<file path="src/rtl/irq_tree_pkg.sv">
package irq_tree_pkg;
  localparam int SRC_PER_BLK = 8;
  localparam int IDX_W = 3;

  localparam int OFF_ROOT = 0;
  localparam int OFF_MST0 = 1;
  localparam int OFF_SEL  = 5;
  localparam int OFF_PEND = 6;
  localparam int OFF_CFG  = 7;
  localparam int OFF_RT   = 8;
  localparam int MAX_MASTERS = 4;

  typedef struct packed {
    logic             cfgWrite;
    logic [IDX_W-1:0] idx;
    logic             clr;
    logic             mskRe;
    logic             mskFe;
    logic             lvl;
  } cfgStrobe_t;
endpackage

</file>
<file path="src/rtl/irq_tree_dp.sv">
module irq_tree_dp
  import irq_tree_pkg::*;
#(
  parameter int NUM_BLOCKS = 32
) (
  input  logic                               clk,
  input  logic                               rstN,
  input  logic [NUM_BLOCKS*SRC_PER_BLK-1:0]  srcIn,
  input  cfgStrobe_t                         strb,
  input  logic [$clog2(NUM_BLOCKS)-1:0]      blkSel,
  output logic [NUM_BLOCKS-1:0]              blkAny,
  output logic [SRC_PER_BLK-1:0]             selPend,
  output logic [SRC_PER_BLK-1:0]             selRt,
  output logic                               anyPend
);
  localparam int NSRC  = NUM_BLOCKS * SRC_PER_BLK;
  localparam int BLK_W = $clog2(NUM_BLOCKS);

  logic [NSRC-1:0] syncA, syncB, prevLvl, pending;
  logic [NSRC-1:0] lvlMode, mskRe, mskFe;
  logic [NSRC-1:0] hitVec, clrVec, setVec, riseVec, fallVec, edgeSet, lvlSet;

  always_comb begin
    hitVec = '0;
    if (strb.cfgWrite) hitVec[{blkSel, strb.idx}] = 1'b1;
    clrVec  = hitVec & {NSRC{strb.clr}};
    riseVec = syncB & ~prevLvl;
    fallVec = ~syncB & prevLvl;
    edgeSet = (riseVec & ~mskRe) | (fallVec & ~mskFe);
    lvlSet  = (syncB & ~mskRe) | (~syncB & ~mskFe);
    setVec  = (lvlMode & lvlSet) | (~lvlMode & edgeSet);
  end

  always_ff @(posedge clk or negedge rstN) begin
    if (!rstN) begin
      syncA   <= '0;
      syncB   <= '0;
      prevLvl <= '0;
      pending <= '0;
      lvlMode <= '0;
      mskRe   <= '1;
      mskFe   <= '1;
    end else begin
      syncA   <= srcIn;
      syncB   <= syncA;
      prevLvl <= syncB;
      pending <= (pending & ~clrVec) | setVec;
      lvlMode <= (lvlMode & ~hitVec) | (hitVec & {NSRC{strb.lvl}});
      mskRe   <= (mskRe & ~hitVec) | (hitVec & {NSRC{strb.mskRe}});
      mskFe   <= (mskFe & ~hitVec) | (hitVec & {NSRC{strb.mskFe}});
    end
  end

  for (genvar b = 0; b < NUM_BLOCKS; b++) begin : g_blk
    assign blkAny[b] = |pending[b*SRC_PER_BLK +: SRC_PER_BLK];
  end

  assign selPend = pending[{blkSel, {IDX_W{1'b0}}} +: SRC_PER_BLK];
  assign selRt   = syncB[{blkSel, {IDX_W{1'b0}}} +: SRC_PER_BLK];
  assign anyPend = |pending;

  // a fully masked source never gains a pending flag
  assert_masked_quiet_R8: assert property (@(posedge clk) disable iff (!rstN)
    ((pending & ~$past(pending) & $past(mskRe & mskFe)) == '0));

  // edge-mode flags only drop through a clear
  assert_edge_hold_R5: assert property (@(posedge clk) disable iff (!rstN)
    (($past(pending & ~lvlMode & ~clrVec) & ~pending) == '0));

  // configuration storage only moves on an enabled write
  assert_cfg_stable_R4: assert property (@(posedge clk) disable iff (!rstN)
    !strb.cfgWrite |=> ($stable(lvlMode) && $stable(mskRe) && $stable(mskFe)));

  logic unusedBlk;
  assign unusedBlk = ^BLK_W;
endmodule

</file>
<file path="src/rtl/irq_tree_ctrl.sv">
module irq_tree_ctrl
  import irq_tree_pkg::*;
#(
  parameter int                NUM_BLOCKS     = 32,
  parameter int                BLK_PER_MASTER = 8,
  parameter int                ADDR_W         = 10,
  parameter logic [ADDR_W-1:0] BASE           = 10'h1BB
) (
  input  logic                          clk,
  input  logic                          rstN,
  input  logic [ADDR_W-1:0]             regAddr,
  input  logic                          regWe,
  input  logic [7:0]                    regWdata,
  input  logic [NUM_BLOCKS-1:0]         blkAny,
  input  logic [SRC_PER_BLK-1:0]        selPend,
  input  logic [SRC_PER_BLK-1:0]        selRt,
  output logic [$clog2(NUM_BLOCKS)-1:0] blkSel,
  output cfgStrobe_t                    strb,
  output logic [7:0]                    regRdata,
  output logic [7:0]                    rootByte
);
  localparam int BLK_W       = $clog2(NUM_BLOCKS);
  localparam int NUM_MASTERS = NUM_BLOCKS / BLK_PER_MASTER;

  logic [ADDR_W-1:0] offs;
  logic              inWin;
  logic [7:0]        mstByte [NUM_MASTERS];

  assign offs  = regAddr - BASE;
  assign inWin = (regAddr >= BASE) && (offs <= ADDR_W'(OFF_RT));

  for (genvar m = 0; m < NUM_MASTERS; m++) begin : g_mst
    assign mstByte[m] = 8'(blkAny[m*BLK_PER_MASTER +: BLK_PER_MASTER]);
  end

  always_comb begin
    rootByte = '0;
    for (int m = 0; m < NUM_MASTERS; m++) rootByte[m+1] = |mstByte[m];
  end

  always_ff @(posedge clk or negedge rstN) begin
    if (!rstN) blkSel <= '0;
    else if (regWe && inWin && offs == ADDR_W'(OFF_SEL)) blkSel <= regWdata[BLK_W-1:0];
  end

  always_comb begin
    strb.cfgWrite = regWe && inWin && (offs == ADDR_W'(OFF_CFG)) && regWdata[7];
    strb.idx      = regWdata[6:4];
    strb.clr      = regWdata[3];
    strb.mskRe    = regWdata[2];
    strb.mskFe    = regWdata[1];
    strb.lvl      = regWdata[0];
  end

  always_comb begin
    regRdata = '0;
    if (inWin) begin
      if (offs == ADDR_W'(OFF_ROOT)) regRdata = rootByte;
      for (int m = 0; m < NUM_MASTERS; m++)
        if (offs == ADDR_W'(OFF_MST0 + m)) regRdata = mstByte[m];
      if (offs == ADDR_W'(OFF_SEL))  regRdata = 8'(blkSel);
      if (offs == ADDR_W'(OFF_PEND)) regRdata = selPend;
      if (offs == ADDR_W'(OFF_RT))   regRdata = selRt;
    end
  end

  // writes outside the pointer offset leave the pointer alone
  assert_ptr_ignored_R1: assert property (@(posedge clk) disable iff (!rstN)
    (regWe && !(inWin && offs == ADDR_W'(OFF_SEL))) |=> $stable(blkSel));
endmodule

</file>
<file path="src/rtl/irq_tree_top.sv">
module irq_tree_top
  import irq_tree_pkg::*;
#(
  parameter int                NUM_BLOCKS     = 32,
  parameter int                BLK_PER_MASTER = 8,
  parameter int                ADDR_W         = 10,
  parameter logic [ADDR_W-1:0] BASE           = 10'h1BB
) (
  input  logic                              clk,
  input  logic                              rstN,
  input  logic [NUM_BLOCKS*SRC_PER_BLK-1:0] srcIn,
  input  logic [ADDR_W-1:0]                 regAddr,
  input  logic                              regWe,
  input  logic [7:0]                        regWdata,
  output logic [7:0]                        regRdata,
  output logic                              irqOut
);
  localparam int BLK_W = $clog2(NUM_BLOCKS);

  cfgStrobe_t              strb;
  logic [BLK_W-1:0]        blkSel;
  logic [NUM_BLOCKS-1:0]   blkAny;
  logic [SRC_PER_BLK-1:0]  selPend, selRt;
  logic [7:0]              rootByte;

  irq_tree_ctrl #(
    .NUM_BLOCKS(NUM_BLOCKS), .BLK_PER_MASTER(BLK_PER_MASTER),
    .ADDR_W(ADDR_W), .BASE(BASE)
  ) u_ctrl (
    .clk(clk), .rstN(rstN), .regAddr(regAddr), .regWe(regWe),
    .regWdata(regWdata), .blkAny(blkAny), .selPend(selPend), .selRt(selRt),
    .blkSel(blkSel), .strb(strb), .regRdata(regRdata), .rootByte(rootByte)
  );

  irq_tree_dp #(.NUM_BLOCKS(NUM_BLOCKS)) u_dp (
    .clk(clk), .rstN(rstN), .srcIn(srcIn), .strb(strb), .blkSel(blkSel),
    .blkAny(blkAny), .selPend(selPend), .selRt(selRt), .anyPend(irqOut)
  );

  // summary output agrees with the root register
  assert_irq_root_R10: assert property (@(posedge clk) disable iff (!rstN)
    irqOut == (rootByte != 8'h00));
endmodule

</file>
<file path="config.mk">
export PLATFORM = sky130hd
export DESIGN_NAME = irq_tree_top
export DESIGN_NICKNAME = d
export VERILOG_FILES = /design/src/rtl/irq_tree_pkg.sv /design/src/rtl/irq_tree_dp.sv /design/src/rtl/irq_tree_ctrl.sv /design/src/rtl/irq_tree_top.sv
export SDC_FILE = /design/constraint.sdc
export NUM_CORES = 2
export LEC_CHECK = 0
export ABC_AREA = 0
export BUFFER_PORTS_ARGS = -buffer_cell sky130_fd_sc_hd__buf_2
export CAP_MARGIN = 20
export CORE_AREA = 2 2 378 380
export CTS_CLUSTER_DIAMETER = 200
export CTS_CLUSTER_SIZE = 14
export DETAILED_ROUTE_END_ITERATION = 8
export DIE_AREA = 0 0 380 382
export HOLD_SLACK_MARGIN = 0.05
export PLACE_DENSITY = 0.69
export RECOVER_POWER = 25
export SYNTH_ARGS = -nofsm -noshare
export SYNTH_HDL_FRONTEND = slang
export SYNTH_SLANG_ARGS = --single-unit
</file>
<file path="constraint.sdc">
create_clock -name clk -period 2.38 [get_ports clk]
set_input_delay 0.119 -clock clk [delete_from_list [all_inputs] [get_ports clk]]
set_output_delay 0.119 -clock clk [all_outputs]
set_load 0.01 [all_outputs]
</file>
# Yosys cells after proc, flatten, opt, wreduce, memory -nomap -nowiden
# Index checks and enable logic that the tools add are counted.
[op_classes] add_sub_neg=1 magnitude_cmp=4 n_eq_ne=8 shifts=2 muxes=12 bitwise=30 reduce_logical=44
[ops] operator="AND 256 bit" n=16
[ops] operator="NOT 256 bit" n=7
[ops] operator="bitwise OR 256 bit" n=7
[ops] operator="variable part select 256 x 9 -> 8 bit" n=2
[ops] operator="2-to-1 mux 256 bit" n=1
[ops] operator="OR reduction 256 bit" n=1
[ops] operator="OR reduction 64 bit" n=4
[ops] operator="OR reduction 8 bit" n=32
[ops] operator="2-to-1 mux 8 bit" n=8
[ops] operator="equality test 10 x 3 -> 1 bit, second input constant" n=4
[ops] operator="equality test 10 x 2 -> 1 bit, second input constant" n=2
[ops] operator="equality test 10 x 1 -> 1 bit, second input constant" n=1
[ops] operator="equality test 10 x 4 -> 1 bit, second input constant" n=1
[ops] operator="greater-or-equal comparator 10 x 9 -> 1 bit, second input constant" n=1
[ops] operator="less-or-equal comparator 10 x 4 -> 1 bit, second input constant" n=1
[ops] operator="logical NOT 10 bit" n=1
[ops] operator="subtractor 10 x 9 -> 10 bit, second input constant" n=1
[ops] operator="less-than comparator 8 x 9 -> 1 bit, second input constant" n=1
[ops] operator="demux 1 bit (select 8 bit)" n=1
[ops] operator="greater-or-equal comparator 8 x 1 -> 1 bit, second input constant" n=1
[ops] operator="logical AND 1 bit" n=6
[ops] operator="2-to-1 mux 5 bit" n=1
[ops] operator="2-to-1 mux 1 bit" n=1
[word_totals] ff_bits=1797 inputBits=277 out_inout_bits=9 elab_cells=109

# Logic depth before layout (Yosys ltp)
[depth] word_depth=11 ltp_mapped=11 ltp_nobuf=6

# Modules after synthesis
# Synthesis repeated with hierarchy kept, for this count alone.
[hier_totals] cells_unflattened=5456 area_unflattened_um2=69957.1
[by_module_without_submodules] module="irq_tree_dp" instances=1 cells_each=5319 area_per_inst_um2=68896.1 seq_area_each_um2=45483.6
[by_module_without_submodules] module="irq_tree_ctrl" instances=1 cells_each=137 area_per_inst_um2=1061.0 seq_area_each_um2=125.1

# Worst setup path after synthesis
# OpenSTA, ideal clock, no wires.
[synth_path] path_type="register to output" startpoint="register u_ctrl.blkSel[0]" endpoint="output regRdata[1]" arrival_time_ps=2224 required_time_ps=2261 path_slack_ps=37 stages_incl_launch_ff=12 path_buffers=5 cell_sequence="dfrtp_1 buf_4 buf_2 buf_4 buf_4 buf_4 mux2i_1 a22oi_1 a21oi_1 nor4_1 o21ai_0 a31oi_1"
[synth_via] elab_chain_cells=4 word_cells_on_any_way=5 cone_classes="2 x shift; 3 x mux"
[synth_rtl] element="from (decl)" line="irq_tree_ctrl.sv:17" rtl="output logic [$clog2(NUM_BLOCKS)-1:0] blkSel,"
[synth_rtl] element="from (signal assigned)" line="irq_tree_ctrl.sv:43" rtl="else if (regWe && inWin && offs == ADDR_W'(OFF_SEL)) blkSel <= regWdata[BLK_W-1:0];"
[synth_rtl] element="variable part select 256 x 9 -> 8 bit" line="irq_tree_dp.sv:58" rtl="assign selPend = pending[{blkSel, {IDX_W{1'b0}}} +: SRC_PER_BLK];"
[synth_rtl] element="2-to-1 mux 8 bit" line="irq_tree_ctrl.sv:62" rtl="if (offs == ADDR_W'(OFF_PEND)) regRdata = selPend;"
[synth_rtl] element="2-to-1 mux 8 bit (*)" line="irq_tree_ctrl.sv:63" rtl="if (offs == ADDR_W'(OFF_RT)) regRdata = selRt;"
[synth_rtl] element="2-to-1 mux 8 bit (*)" line="irq_tree_ctrl.sv:57" rtl="if (inWin) begin"
[synth_rtl] element="to (decl)" line="irq_tree_top.sv:15" rtl="output logic [7:0] regRdata,"
# Mark *: on every way between the ends. The rest lies on a longest branch, timed or not.

# Final worst setup path
[layout_path] startpoint="register u_ctrl.blkSel[0]" endpoint="output regRdata[4]"
# The elaborated chain is that of the path after synthesis.

==> results.cfg <==
[clock_tree]
clockBufferDepth = 3
root_buffer = clkbuf_16
cts_sinks = 1797
cts_tree = built
path_clk_slew_ns = 0.07
clk_latency_ns = 0.84
cts-htree-levels = 4
cts-buffers-inserted = 146

[run_status]
violations = capacitance limit, slew limit, setup timing
status = finished, violations left

[synthesis]
syn_area_per_cell_sq_um = 13.6
syn_area_sq_um = 70100
synth_edf_count = 0
synth_common_cells = dfrtp_1, mux2_2, dfstp_2
ys_ff_latch = 1797
syn_inst = 5148
async_reset_ff_share_pct = 100
synth_top_area_share_pct = 45.9
ys.flop_type = dfrtp_1
synth.most_common_cell = dfrtp_1
yosysSeqAreaShare_pct = 65.1
syn_nets = 5425
synth_area_leader_cell = dfrtp_1
yosysWarnings = 0
synth_cell_type_count = 71
synth.top_cells.by_area = dfrtp_1, dfstp_2, mux2_2, mux4_2, nand2_1

[worst_hold_path]
min_path_cells = 5
hp-start = regWdata[6]
worst_hold_path_type = input port to flop

[die]
ios = 286
coreArea_sq_um = 141000
dieArea_sq_um = 145000
rows = 138
die_y_um = 382
initial_core_util_pct = 49.7
die_w_um = 380

[critical_path]
startpoint = u_ctrl.blkSel[0]$_DFFE_PN0P_
crit_type = flop to output port
critPathCaptureType = output port
cp-start-kind = flop
crit_fanout = 9
r2r-start = u_ctrl.blkSel[0]$_DFFE_PN0P_
crit_arrival_ns = 3.38
crit_required_ns = 2.26
r2r_cells = 9

[cells_and_area]
final_layout_size_suffix_gt1_share_pct = 40.7
fillers = 10179
multiInputGateArea_sq_um = 24100
utilization_pct = 64.0
ff_latch_area_sq_um = 45600
num-nets-final = 6796
finalInstanceArea_sq_um = 90200
synthToLayoutAreaGrowth_pct = 28.8

[place]
routabilityCongestion = 0.976
place_area_sq_um = 78500
portBuffers = 285
dp_hpwl_um = 152000

[global_route]
grt_pass1_vias = 51039
grt_max_degree = 146
grt_pass1_wl_um = 337000
track_usage_pct = 31.5
grt_overflow = 0
antenna_found_initial = 5

[timing]
rsz0062_at_grt = yes
worst_pin_slew_ns = 1.52
layout_min_cycle_time_ns = 3.50
clock_skew_ns = 0.0502
finalSetupViolations = 630
maxSlewViolCount = 26
relSlewSlack_pct = -1.49
fmax_mhz = 286
finalCritPeriodShare_pct = 147
hold_violations = 0
finalWorstSetupSlack_ns = -1.12
setup_tns_ns = -103.00

[pwr]
seqPwrFrac_pct = 54.8
p_leak_nw = 37.6
vdd.ir_drop.worst_uv = 537
p_comb_share_pct = 5.2
power_density_nw_per_um2 = 645
clkPwrFrac_pct = 39.9
switching_share_pct = 23.6
power_switching_mw = 13.8
power_mw = 58.2
p_int_mw = 44.5

[job]
maxCapViolCount = 1

[drt]
viasPerCell = 5.82
drt_iter0_drc = 4578
avgRoutedWirePerCell_um = 26.9
drc = 0
totalWireLength_um = 230000
detail-route-antenna-nets = 0
dr_total_vias = 49638
firstDrtPassIters = 6
==> kinds of logic after synthesis <==
group	after synthesis	synth area share, %
flip-flops	1797	65.1
multiplexers	1013	17.8
AND/OR/NAND/NOR	991	6.12
AO/OA/AOI/OAI	859	7.86
buffers and inverters	441	2.52
XOR/XNOR	47	0.587
==> critical path, stage by stage (launching register included) <==
cell      delay (ns)
dfrtp_4         0.52
buf_6           0.15
buf_12          0.15
buf_12          0.15
mux2i_1         0.11
a22o_1          0.28
a221oi_2        0.31
buf_4           0.21
o22ai_2         0.09
o21ai_2         0.16
o311a_4         0.28
buf_6           0.12
==> per-layer routing <==
layer	track usage, %	part of all wire, %
met5	0	0.012
met4	13.4	4.7
met3	6.41	8.3
met2	49.3	46
met1	43.1	41
==> area by class of cell <==
cell class	instances	share of cell area, %
inverters	214	0.890
diodes	3	0.00832
clock buffers	255	4.57
well taps	1890	2.62
flip-flops and latches	1797	50.6
multi-input cells	2910	26.7
clock inverters	13	0.272
repair buffers	1450	14.3
==> cell usage in the layout (no fill, tap or decap), types with 56 or more instances in the layout <==
cell | synthesis | routed
mux2i_1 | 136 | 128
mux4_2 | 102 | 102
o21ai_0 | 319 | 282
dfstp_2 | 512 | 512
clkbuf_16 | 0 | 152
buf_12 | 0 | 81
nor2_4 | 0 | 56
dfrtp_1 | 1285 | 1277
mux2_4 | 27 | 69
o311ai_0 | 206 | 189
mux2_2 | 737 | 695
clkbuf_1 | 155 | 116
buf_2 | 33 | 273
nand2_1 | 492 | 447
dlygate4sd3_1 | 0 | 520
buf_4 | 14 | 504
inv_1 | 214 | 213
nor2_1 | 309 | 251
a21oi_1 | 236 | 227
==> power groups by stage <==
stage / Clock [mW] / Sequential [mW] / Combinational, mW
floorplan: 0 / 32.1 / 0.737
global placement: 0 / 32.4 / 2.27
detailed placement: 0 / 32.4 / 2.30
CTS: 23.5 / 31.9 / 3.01
global route: 24.9 / 31.9 / 3.32
finish: 23.2 / 31.9 / 3.04
==> metrics by stage <==
stage                     std cells  worst slack [ns]  hold slack (ns)
after CTS                      8515             -1.16           0.0566
after global routing           8531             -1.15            0.103
final                          8532             -1.12           0.0969
after floorplan                5148            0.0366           -0.177
after detailed placement       7694            -0.715           0.0734
after global placement         7694            -0.638           0.0694
==> worst paths after layout <==
kind	endpoint	slack, ns
min in group asynchronous	async pin	0.79
min	flop	0.1
min reg2reg	u_dp.syncB[134]$_DFF_PN0_	0.34
max	regRdata[4]	-1.12
max in group asynchronous	async pin	-0.03
max reg2reg	flop	-0.35
==> timing repair <==
item                                    in CTS  in global routing
cloned                                      11                  3
buffers inserted                            21                 15
endpoints found under the hold margin     1928                  0
hold buffers                               521                  0
endpoints found under the setup margin     799                823
gates resized for setup                    259                191
pin swaps                                   42                 42
Power figures use the tool's default switching activity.
